**config.mk**
```make
export PLATFORM = sky130hd
export DESIGN_NAME = tdm_slot_router
export DESIGN_NICKNAME = d
export VERILOG_FILES = /design/src/rtl/tsr_pkg.sv /design/src/rtl/tsr_table.sv /design/src/rtl/tsr_walker.sv /design/src/rtl/tsr_decode.sv /design/src/rtl/tdm_slot_router.sv
export SDC_FILE = /design/constraint.sdc
export NUM_CORES = 2
export LEC_CHECK = 0
export BUFFER_PORTS_ARGS = -buffer_cell sky130_fd_sc_hd__buf_2
export CAP_MARGIN = 15
export CORE_MARGIN = 8
export CORE_UTILIZATION = 67
export CTS_BUF_LIST = sky130_fd_sc_hd__clkbuf_16
export CTS_CLUSTER_SIZE = 28
export DETAILED_ROUTE_END_ITERATION = 16
export PLACE_DENSITY = 0.81
export SETUP_SLACK_MARGIN = 0.02
export SLEW_MARGIN = 20
export SYNTH_ARGS = -nofsm -noshare
export SYNTH_HDL_FRONTEND = slang
export SYNTH_SLANG_ARGS = --single-unit
```
**constraint.sdc**
```tcl
create_clock -name clk_i -period 8.4 [get_ports clk_i]
set_input_delay 0.84 -clock clk_i [delete_from_list [all_inputs] [get_ports clk_i]]
set_output_delay 0.84 -clock clk_i [all_outputs]
set_load 0.005 [all_outputs]
```
**src/rtl/tsr_pkg.sv**
```systemverilog
package tsr_pkg;
  localparam int CNT_W  = 6;
  localparam int CODE_W = 3;
  localparam int CH_NUM = 5;

  typedef struct packed {
    logic              last;
    logic [CODE_W-1:0] code;
    logic [CNT_W-1:0]  cnt_m1;
  } entry_t;
endpackage

```
**src/rtl/tsr_table.sv**
```systemverilog
module tsr_table import tsr_pkg::*; #(
  parameter int DEPTH = 64,
  localparam int IDX_W = $clog2(DEPTH)
) (
  input  logic             clk_i,
  input  logic             rst_ni,
  input  logic             commit_i,
  input  logic             wr_en_i,
  input  logic [IDX_W-1:0] wr_idx_i,
  input  entry_t           wr_ent_i,
  input  logic [IDX_W-1:0] rd_idx_i,
  output entry_t           rd_ent_o
);
  entry_t ac_arr [DEPTH];

  for (genvar g = 0; g < DEPTH; g++) begin : g_ent
    entry_t sh_q, ac_q;
    always_ff @(posedge clk_i or negedge rst_ni) begin
      if (!rst_ni) begin
        sh_q <= '0;
        ac_q <= '0;
      end else begin
        // commit samples the shadow before a same-cycle write lands
        if (commit_i) ac_q <= sh_q;
        if (wr_en_i && wr_idx_i == IDX_W'(g)) sh_q <= wr_ent_i;
      end
    end
    assign ac_arr[g] = ac_q;
  end

  assign rd_ent_o = ac_arr[rd_idx_i];
endmodule

```
**src/rtl/tsr_walker.sv**
```systemverilog
module tsr_walker import tsr_pkg::*; #(
  parameter int DEPTH = 64,
  localparam int IDX_W = $clog2(DEPTH)
) (
  input  logic              clk_i,
  input  logic              rst_ni,
  input  logic              en_i,
  input  logic              frame_i,
  input  logic              tick_i,
  input  entry_t            cur_ent_i,
  output logic [IDX_W-1:0]  idx_o,
  output logic [CODE_W-1:0] code_o,
  output logic              new_o
);
  logic             run_q, done_q, new_q;
  logic [IDX_W-1:0] idx_q;
  logic [CNT_W-1:0] pos_q;
  logic             end_of_ent, tbl_end;

  assign end_of_ent = (pos_q == cur_ent_i.cnt_m1);
  assign tbl_end    = cur_ent_i.last || (idx_q == IDX_W'(DEPTH - 1));

  always_ff @(posedge clk_i or negedge rst_ni) begin
    if (!rst_ni) begin
      run_q <= 1'b0; done_q <= 1'b0; new_q <= 1'b0;
      idx_q <= '0;   pos_q  <= '0;
    end else if (!en_i) begin
      run_q <= 1'b0; done_q <= 1'b0; new_q <= 1'b0;
      idx_q <= '0;   pos_q  <= '0;
    end else if (frame_i) begin
      run_q <= 1'b1; done_q <= 1'b0; new_q <= 1'b1;
      idx_q <= '0;   pos_q  <= '0;
    end else if (tick_i && run_q) begin
      new_q <= 1'b1;
      if (!done_q) begin
        if (end_of_ent) begin
          if (tbl_end) done_q <= 1'b1;
          else begin
            idx_q <= idx_q + 1'b1;
            pos_q <= '0;
          end
        end else begin
          pos_q <= pos_q + 1'b1;
        end
      end
    end else begin
      new_q <= 1'b0;
    end
  end

  assign idx_o  = idx_q;
  assign code_o = (run_q && !done_q) ? cur_ent_i.code : '0;
  assign new_o  = new_q && run_q;

  a_r2_frame_restart: assert property (@(posedge clk_i) disable iff (!rst_ni)
    en_i && frame_i |=> run_q && new_q && idx_q == '0 && pos_q == '0);
  a_r3_pos_in_entry: assert property (@(posedge clk_i) disable iff (!rst_ni)
    run_q && !done_q |-> pos_q <= cur_ent_i.cnt_m1);
  a_r3_single_step: assert property (@(posedge clk_i) disable iff (!rst_ni)
    en_i && !frame_i && tick_i && run_q && !done_q && !end_of_ent
    |=> pos_q == $past(pos_q) + 1'b1 && $stable(idx_q));
  a_r5_done_sticky: assert property (@(posedge clk_i) disable iff (!rst_ni)
    en_i && !frame_i && done_q |=> done_q && code_o == '0);
  a_r9_idle_when_off: assert property (@(posedge clk_i) disable iff (!rst_ni)
    !en_i |=> !run_q && code_o == '0);
endmodule

```
**src/rtl/tsr_decode.sv**
```systemverilog
module tsr_decode import tsr_pkg::*; (
  input  logic [CODE_W-1:0] code_i,
  input  logic              new_i,
  output logic [CODE_W-1:0] sel_o,
  output logic [CH_NUM-1:0] en_o,
  output logic [CH_NUM-1:0] stb_o
);
  logic valid;
  assign valid = (code_i != '0) && (int'(code_i) <= CH_NUM);
  assign sel_o = valid ? code_i : '0;

  for (genvar c = 0; c < CH_NUM; c++) begin : g_ch
    assign en_o[c]  = (sel_o == CODE_W'(c + 1));
    assign stb_o[c] = en_o[c] && new_i;
  end
endmodule

```
**src/rtl/tdm_slot_router.sv**
```systemverilog
module tdm_slot_router import tsr_pkg::*; #(
  parameter int DEPTH = 64,
  localparam int IDX_W = $clog2(DEPTH)
) (
  input  logic              clk_i,
  input  logic              rst_ni,
  input  logic              en_i,
  input  logic              wr_en_i,
  input  logic              wr_rx_i,
  input  logic [IDX_W-1:0]  wr_idx_i,
  input  logic [CNT_W-1:0]  wr_cnt_m1_i,
  input  logic [CODE_W-1:0] wr_code_i,
  input  logic              wr_last_i,
  input  logic              tx_frame_i,
  input  logic              tx_slot_i,
  input  logic              rx_frame_i,
  input  logic              rx_slot_i,
  output logic [CODE_W-1:0] tx_sel_o,
  output logic [CH_NUM-1:0] tx_en_o,
  output logic [CH_NUM-1:0] tx_stb_o,
  output logic [CODE_W-1:0] rx_sel_o,
  output logic [CH_NUM-1:0] rx_en_o,
  output logic [CH_NUM-1:0] rx_stb_o
);
  localparam int DIRS = 2;

  entry_t            wr_ent;
  logic [DIRS-1:0]   frame_v, tick_v;
  logic [CODE_W-1:0] sel_v [DIRS];
  logic [CH_NUM-1:0] en_v  [DIRS];
  logic [CH_NUM-1:0] stb_v [DIRS];

  assign wr_ent  = '{last: wr_last_i, code: wr_code_i, cnt_m1: wr_cnt_m1_i};
  assign frame_v = {rx_frame_i, tx_frame_i};
  assign tick_v  = {rx_slot_i, tx_slot_i};

  for (genvar d = 0; d < DIRS; d++) begin : g_dir
    entry_t            cur_ent;
    logic [IDX_W-1:0]  rd_idx;
    logic [CODE_W-1:0] code;
    logic              slot_new;

    tsr_table #(.DEPTH(DEPTH)) u_table (
      .clk_i    (clk_i),
      .rst_ni   (rst_ni),
      .commit_i (!en_i || frame_v[d]),
      .wr_en_i  (wr_en_i && (wr_rx_i == d[0])),
      .wr_idx_i (wr_idx_i),
      .wr_ent_i (wr_ent),
      .rd_idx_i (rd_idx),
      .rd_ent_o (cur_ent)
    );

    tsr_walker #(.DEPTH(DEPTH)) u_walker (
      .clk_i     (clk_i),
      .rst_ni    (rst_ni),
      .en_i      (en_i),
      .frame_i   (frame_v[d]),
      .tick_i    (tick_v[d]),
      .cur_ent_i (cur_ent),
      .idx_o     (rd_idx),
      .code_o    (code),
      .new_o     (slot_new)
    );

    tsr_decode u_decode (
      .code_i (code),
      .new_i  (slot_new),
      .sel_o  (sel_v[d]),
      .en_o   (en_v[d]),
      .stb_o  (stb_v[d])
    );
  end

  assign tx_sel_o = sel_v[0];
  assign tx_en_o  = en_v[0];
  assign tx_stb_o = stb_v[0];
  assign rx_sel_o = sel_v[1];
  assign rx_en_o  = en_v[1];
  assign rx_stb_o = stb_v[1];

  a_r4_tx_onehot: assert property (@(posedge clk_i) disable iff (!rst_ni)
    $onehot0(tx_en_o) && ((tx_sel_o == '0) == (tx_en_o == '0)));
  a_r4_rx_onehot: assert property (@(posedge clk_i) disable iff (!rst_ni)
    $onehot0(rx_en_o) && ((rx_sel_o == '0) == (rx_en_o == '0)));
  a_r6_stb_within_en: assert property (@(posedge clk_i) disable iff (!rst_ni)
    ((tx_stb_o & ~tx_en_o) == '0) && ((rx_stb_o & ~rx_en_o) == '0));
  a_r6_stb_after_pulse: assert property (@(posedge clk_i) disable iff (!rst_ni)
    !tx_frame_i && !tx_slot_i |=> tx_stb_o == '0);
  a_r9_outputs_off: assert property (@(posedge clk_i) disable iff (!rst_ni)
    !en_i |=> tx_en_o == '0 && rx_en_o == '0 && tx_sel_o == '0 && rx_sel_o == '0);
endmodule

```
# After elaboration in Yosys (flattened, before gate mapping)
# Index checks and enable logic that the tools add are counted.
totals:
  reg_bits: 2590
  input_bits: 25
  out_inout_bits: 26
  elab_cells: 1096
classes:
  add_sub_neg: 4
  magnitude_cmp: 4
  n_eq_ne: 89
  mux: 56
  bitwise_logic: 3
  n_reduce_logical: 162
op_table:
  columns: ["operator", "n"]
  rows:
  - ["$eq A6 B6 Y1 const B", 34]
  - ["$logic_and A1 B1 Y1", 148]
  - ["$mux W6", 24]
  - ["$bmux W10 S6", 2]
  - ["$eq A6 B5 Y1 const B", 16]
  - ["$eq A6 B4 Y1 const B", 8]
  - ["$mux W10", 4]
  - ["$add A6 B1 Y6 const B", 4]
  - ["$eq A6 B3 Y1 const B", 4]
  - ["$mux W1", 22]
  - ["$ge A7 B7 Y1 const B", 2]
  - ["$not A6 Y7", 2]
  - ["$eq A3 B2 Y1 const B", 4]
  - ["$eq A3 B3 Y1 const B", 4]
  - ["$eq A6 B2 Y1 const B", 2]
  - ["$eq A6 B6 Y1", 2]
  - ["$mux W3", 4]
  - ["$ne A3 B1 Y1 const B", 4]
  - ["$ne A3 B3 Y1 const B", 4]
  - ["$ne A4 B4 Y1 const B", 2]
  - ["$reduce_and A4 Y1", 2]
  - ["$eq A3 B1 Y1 const B", 2]
  - ["$eq A6 B1 Y1 const B", 1]
  - ["$le A3 B3 Y1 const B", 2]
  - ["other kinds (7)", 15]

# Longest topological paths before layout
depth:
  ltp_word: 11
  mapped_depth: 15
  ltp_nobuf: 9

# Modules after synthesis
# A second synthesis with hierarchy kept.
hier_totals:
  cells_unflattened: 6638
  area_unflattened_um2: 107685.8
modules_own_cells:
  columns: ["module", "instances", "cells_each", "area_each_um2", "seq_area_each_um2"]
  rows:
  - ["tsr_table", 2, 3197, 52681.8, 32030.7]
  - ["tsr_walker (g_dir[1].u_walker)", 1, 98, 1011.0, 375.4]
  - ["tsr_walker (g_dir[0].u_walker)", 1, 110, 1004.7, 375.4]
  - ["tsr_decode", 2, 16, 138.9, 0.0]
  - ["tdm_slot_router", 1, 4, 28.8, 0.0]

# Least setup slack after synthesis
# OpenSTA, ideal clock, no wires.
synth_timing:
  path_kind: "flip-flop to output port"
  start: "register g_dir[0].u_walker.idx_q[1]"
  end: "output tx_stb_o[3]"
  arrival_time_ns: 3.166
  required_ns: 7.560
  setup_slack_ns: 4.394
  path_stages_with_launch: 12
  cell_sequence: "dfrtp_1 > buf_2 > buf_2 > buf_2 > buf_1 > buf_1 > mux4_2 > o22ai_1 > a21oi_1 > mux4_2 > nand3b_1 > nor3_1"
synth_via:
  elab_chain_cells: 10
  word_cells_on_any_way: 11
synth_lines:
  columns: ["element", "line_no", "source"]
  rows:
  - ["from (decl)", "tsr_walker.sv:16", "logic [IDX_W-1:0] idx_q;"]
  - ["from (signal assigned)", "tsr_walker.sv:39", "idx_q <= idx_q + 1'b1;"]
  - ["$not A6 Y7 (implied by the code) (*)", "tsr_table.sv:31", "assign rd_ent_o = ac_arr[rd_idx_i];"]
  - ["$bmux W10 S6 (*)", "tsr_table.sv:31", null]
  - ["$mux W10 (implied by the code) (*) (2 in series)", "tsr_table.sv:31", null]
  - ["$mux W3 (*)", "tsr_walker.sv:52", "assign code_o = (run_q && !done_q) ? cur_ent_i.code : '0;"]
  - ["$le A3 B3 Y1 / $reduce_bool A3 Y1 (equally long branches)", "tsr_decode.sv:9", "assign valid = (code_i != '0) && (int'(code_i) <= CH_NUM);"]
  - ["$logic_and A1 B1 Y1", "tsr_decode.sv:9", null]
  - ["$mux W3 (*)", "tsr_decode.sv:10", "assign sel_o = valid ? code_i : '0;"]
  - ["$eq A3 B3 Y1 (*)", "tsr_decode.sv:13", "assign en_o[c] = (sel_o == CODE_W'(c + 1));"]
  - ["$logic_and A1 B1 Y1 (*)", "tsr_decode.sv:14", "assign stb_o[c] = en_o[c] && new_i;"]
  - ["to (decl)", "tdm_slot_router.sv:20", "output logic [CH_NUM-1:0] tx_stb_o,"]
# Mark *: on every way between the ends. The rest lies on a longest branch, timed or not. The select of a mux whose other input is x is not followed.

# Worst setup path in the final report
layout_timing:
  start: "register g_dir[0].u_walker.idx_q[3]"
  end: "output tx_stb_o[1]"
layout_via:
  elab_chain_cells: 10
  word_cells_on_any_way: 11
layout_lines:
  columns: ["element", "line_no"]
  rows:
  - ["$not A6 Y7 (implied by the code) (*)", "tsr_table.sv:31"]
  - ["$bmux W10 S6 (*)", "tsr_table.sv:31"]
  - ["$mux W10 (implied by the code) (*) (2 in series)", "tsr_table.sv:31"]
  - ["$mux W3 (*)", "tsr_walker.sv:52"]
  - ["$le A3 B3 Y1 / $reduce_bool A3 Y1 (equally long branches)", "tsr_decode.sv:9"]
  - ["$logic_and A1 B1 Y1", "tsr_decode.sv:9"]
  - ["$mux W3 (*)", "tsr_decode.sv:10"]
  - ["$eq A3 B2 Y1 (*)", "tsr_decode.sv:13"]
  - ["$logic_and A1 B1 Y1 (*)", "tsr_decode.sv:14"]
# Marks and branches as above.

==> results.md <==
* Worst-margin pin slew at 1233 ps
* Ys async rst share at 100.0%
* CTS Hold Bufs at 1
* Hold Fails Final Rpt at 0
* Die height at between 400 and 500 um
* Initial antenna violation count at 11
* Clk buf depth at 4
* Hold_ws at 229.7 ps
* CTS Buf Count at 275
* Setup violators final at 0
* Drt via density at 6.179
* Worst-skew pair later-pin latency at between 900 and 1000 ps
* WP data required at about 7600 ps
* Hold Startpoint: tx_frame_i
* Placement Cell Area at 109700 um2
* Fraction of layout cells with a size suffix above 1 at 23.43%
* Largest net degree at the start of global routing at 246
* Synth Register Bits at ~2600
* Post-DP HPWL at 162.5 mm
* Syn_area_per_cell at 11.49 um2
* Crit-path cells: buf_4 -> clkinv_1 -> o221ai_1 -> o22ai_1 -> a21oi_1 -> mux4_2 -> and2_1 -> nor3b_1 -> buf_2
* Clk sinks at 2590
* Total grt overflow at 0
* Crit. End Element: output port
* Peak VDD IR at 0.2506 mV
* Clk root buf: clkbuf_16
* Vias in the first global route at 74209
* Final worst setup slack at between 2000 and 2500 ps
* Worst setup SP type: flop
* Slew HR at between 10% and 20%
* Post-Syn Instances at ~9400
* Die ar. at 173900 um2
* Die Wd at 417.1 um
* Area growth, synth to finish at 9.549%
* # rows at 147
* Yosys warns at 0
* CTS resizes at 0
* Cell Area, Synth at 107800 um2
* Status: finished, final reports clean
* Unrepaired setup endpoints after global routing: false
* Seq/Total Area, Yosys at 60.14%
* Initial drt markers at 7901
* Arrival time at the worst endpoint at 5310 ps
* Post-CTS setup buffer count at 0
* Worst Setup SP: g_dir[0].u_walker.idx_o[3]
* Final instance area at 118100 um2
* Syn Nets at 9407
* Placement Setup Slack at 3274 ps
* Dpl cells at 11128
* Initial Util at about two thirds
* Final period utilization at 73.17%
* Setup TNS Final at 0 ps
* Final Non-Filler Cells at 11600
* Power consumption at 27.64 mW
* GPL Wtd Cong at 0.8866
* PortBufs at 50
* First-pass GRT wire length at between 400 and 500 mm
* Distinct cells, synth at 63
* CP max FO at 18
* LEAKAGE at approximately 61 nW
* Setup slack, reg-to-reg at approximately 3100 ps
* Vias after detailed routing at 71674
* Slowest Stage Delay on Critical Path at around 1100 ps
* IO Count at 51
* ANT nets after route at 0
* Core area at 160200 um2
* Critical R2R Launch: g_dir[0].u_walker.idx_o[3]
* Max cap viols at 0
* Routed WL per cell at 23.93 um
* Hold Crit Class: in -> reg
* Final max-slew violation count at 0
* Pwr dens at approximately 230 nW/um2
* Clk pin slew, worst setup/hold paths at about 60 ps
* CP max-delay cell: dfrtp_1
* Nets at 9277
* Crit path time final at 6147 ps
* Fmax achieved at approximately 160 MHz
* All-layer global routing usage at 32.03%
* WL final at 277.6 mm
* Critical path class: reg -> out
* Post-layout util at 73.70%
* CTS tree: yes
* H-tree levels at 5
* Synth Flop Type: dfrtp_1
* Number of enable-type register cells in the synthesized netlist at 0
* Drt pass-1 iters at 8
* Final setup skew at 56.28 ps
* # DRC at 0
critical path: cells and delay by family (launching register included):
family                 cells  cell delay (ps)
AO/OA/AOI/OAI              3             1000
buffers and inverters      3             1440
flip-flops                 1             1100
multiplexers               1              460
AND/OR/NAND/NOR            2              370
routing by layer:
| layer | track usage [%] | part of all wire (%) |
|---|---|---|
| met1 | 41.91 | 38 |
| met2 | 51.18 | 48 |
| met3 | 6.286 | 7.6 |
| met4 | 17.41 | 6.3 |
| met5 | 0 | 0.0032 |
synth_stat cells, drive strengths merged, types with 3 or more instances:
cell,n,share of area (%)
a311oi,3,0.024
and2,10,0.058
xnor2,8,0.065
clkbuf,480,1.7
a222oi,11,0.10
o221ai,16,0.13
and3,13,0.075
nand2b,14,0.081
o21ai,16,0.074
or3,11,0.064
o22ai,16,0.093
a31oi,17,0.099
nor4,6,0.068
or2,11,0.064
xor2,3,0.024
a22oi,34,0.24
dfrtp,2590,60
mux2i,80,0.74
nand4,19,0.11
mux2,1335,14
mux4,301,6.3
nor3,19,0.093
o211ai,4,0.028
nor2,88,0.31
inv,9,0.031
a21oi,48,0.22
nand3,42,0.20
nor2b,28,0.16
buf,84,0.47
o21a,4,0.028
clkinv,3,0.010
nand2,4022,14
a31o,5,0.041
a21o,5,0.035
ha,4,0.046
cell type report:
cell class | count | area, um2
inverter | 12 | 45.04
sequential | 2590 | 64830
clock inverter | 184 | 1204
multi-input combinational | 6212 | 40780
antenna | 4 | 10.01
timing repair buffer | 157 | 1453
fill | 10045 | 42140
tap | 2160 | 2703
clock buffer | 281 | 7032
layout by cell type (no fill, tap or decap), types with 23 or more instances in the layout:
cell,n
clkbuf_16,281
mux2i_1,80
nor2_1,63
clkinv_2,47
nand3_1,41
a21oi_1,48
mux2_2,1335
inv_1,63
dfrtp_1,2583
nor2_2,23
mux4_2,301
buf_2,39
a22oi_1,34
clkinv_1,59
buf_12,26
nor2b_1,25
nand2_1,4022
buf_4,88
sequential cells by signal, summed over array words and instances (netlist names):
| name | cells |
|---|---|
| g_dir.u_table.ac_arr | 1280 |
| g_dir.u_table.g_ent.sh_q | 1280 |
| g_dir.u_walker.done_q | 2 |
| g_dir.u_walker.idx_o | 12 |
| g_dir.u_walker.new_q | 2 |
| g_dir.u_walker.pos_q | 12 |
| g_dir.u_walker.run_q | 2 |
cell families (layout without fill, tap and decap cells):
group | count (synthesis) | count (layout) | share of synthesized area (%)
AO/OA/AOI/OAI | 192 | 192 | 1.219
XOR/XNOR | 11 | 11 | 0.08940
adder cells (fa/ha/maj) | 4 | 4 | 0.04644
buffers and inverters | 576 | 634 | 2.183
flip-flops | 2590 | 2590 | 60.14
multiplexers | 1716 | 1716 | 20.98
other | 0 | 4 | 0
AND/OR/NAND/NOR | 4289 | 4289 | 15.34
path summary, 6_finish.rpt:
path,to,cells after the start
max in group asynchronous,g_dir[1].u_table.ac_arr[265],4
worst min-delay path,g_dir[0].u_walker.new_q,2
worst max-delay path,tx_stb_o[1],9
worst max register to register,g_dir[0].u_walker.idx_o[2],9
worst min register to register,g_dir[1].u_table.ac_arr[246],2
min in group asynchronous,g_dir[0].u_table.g_ent[63].sh_q[0],2
where the power goes:
part / internal (mW) / switching, mW / total (mW)
sequential: 13.5 / 0.614 / 14.1
combinational: 0.891 / 1.28 / 2.17
clock: 6.51 / 4.82 / 11.3
Note: power is estimated with default switching activity, not from simulation.
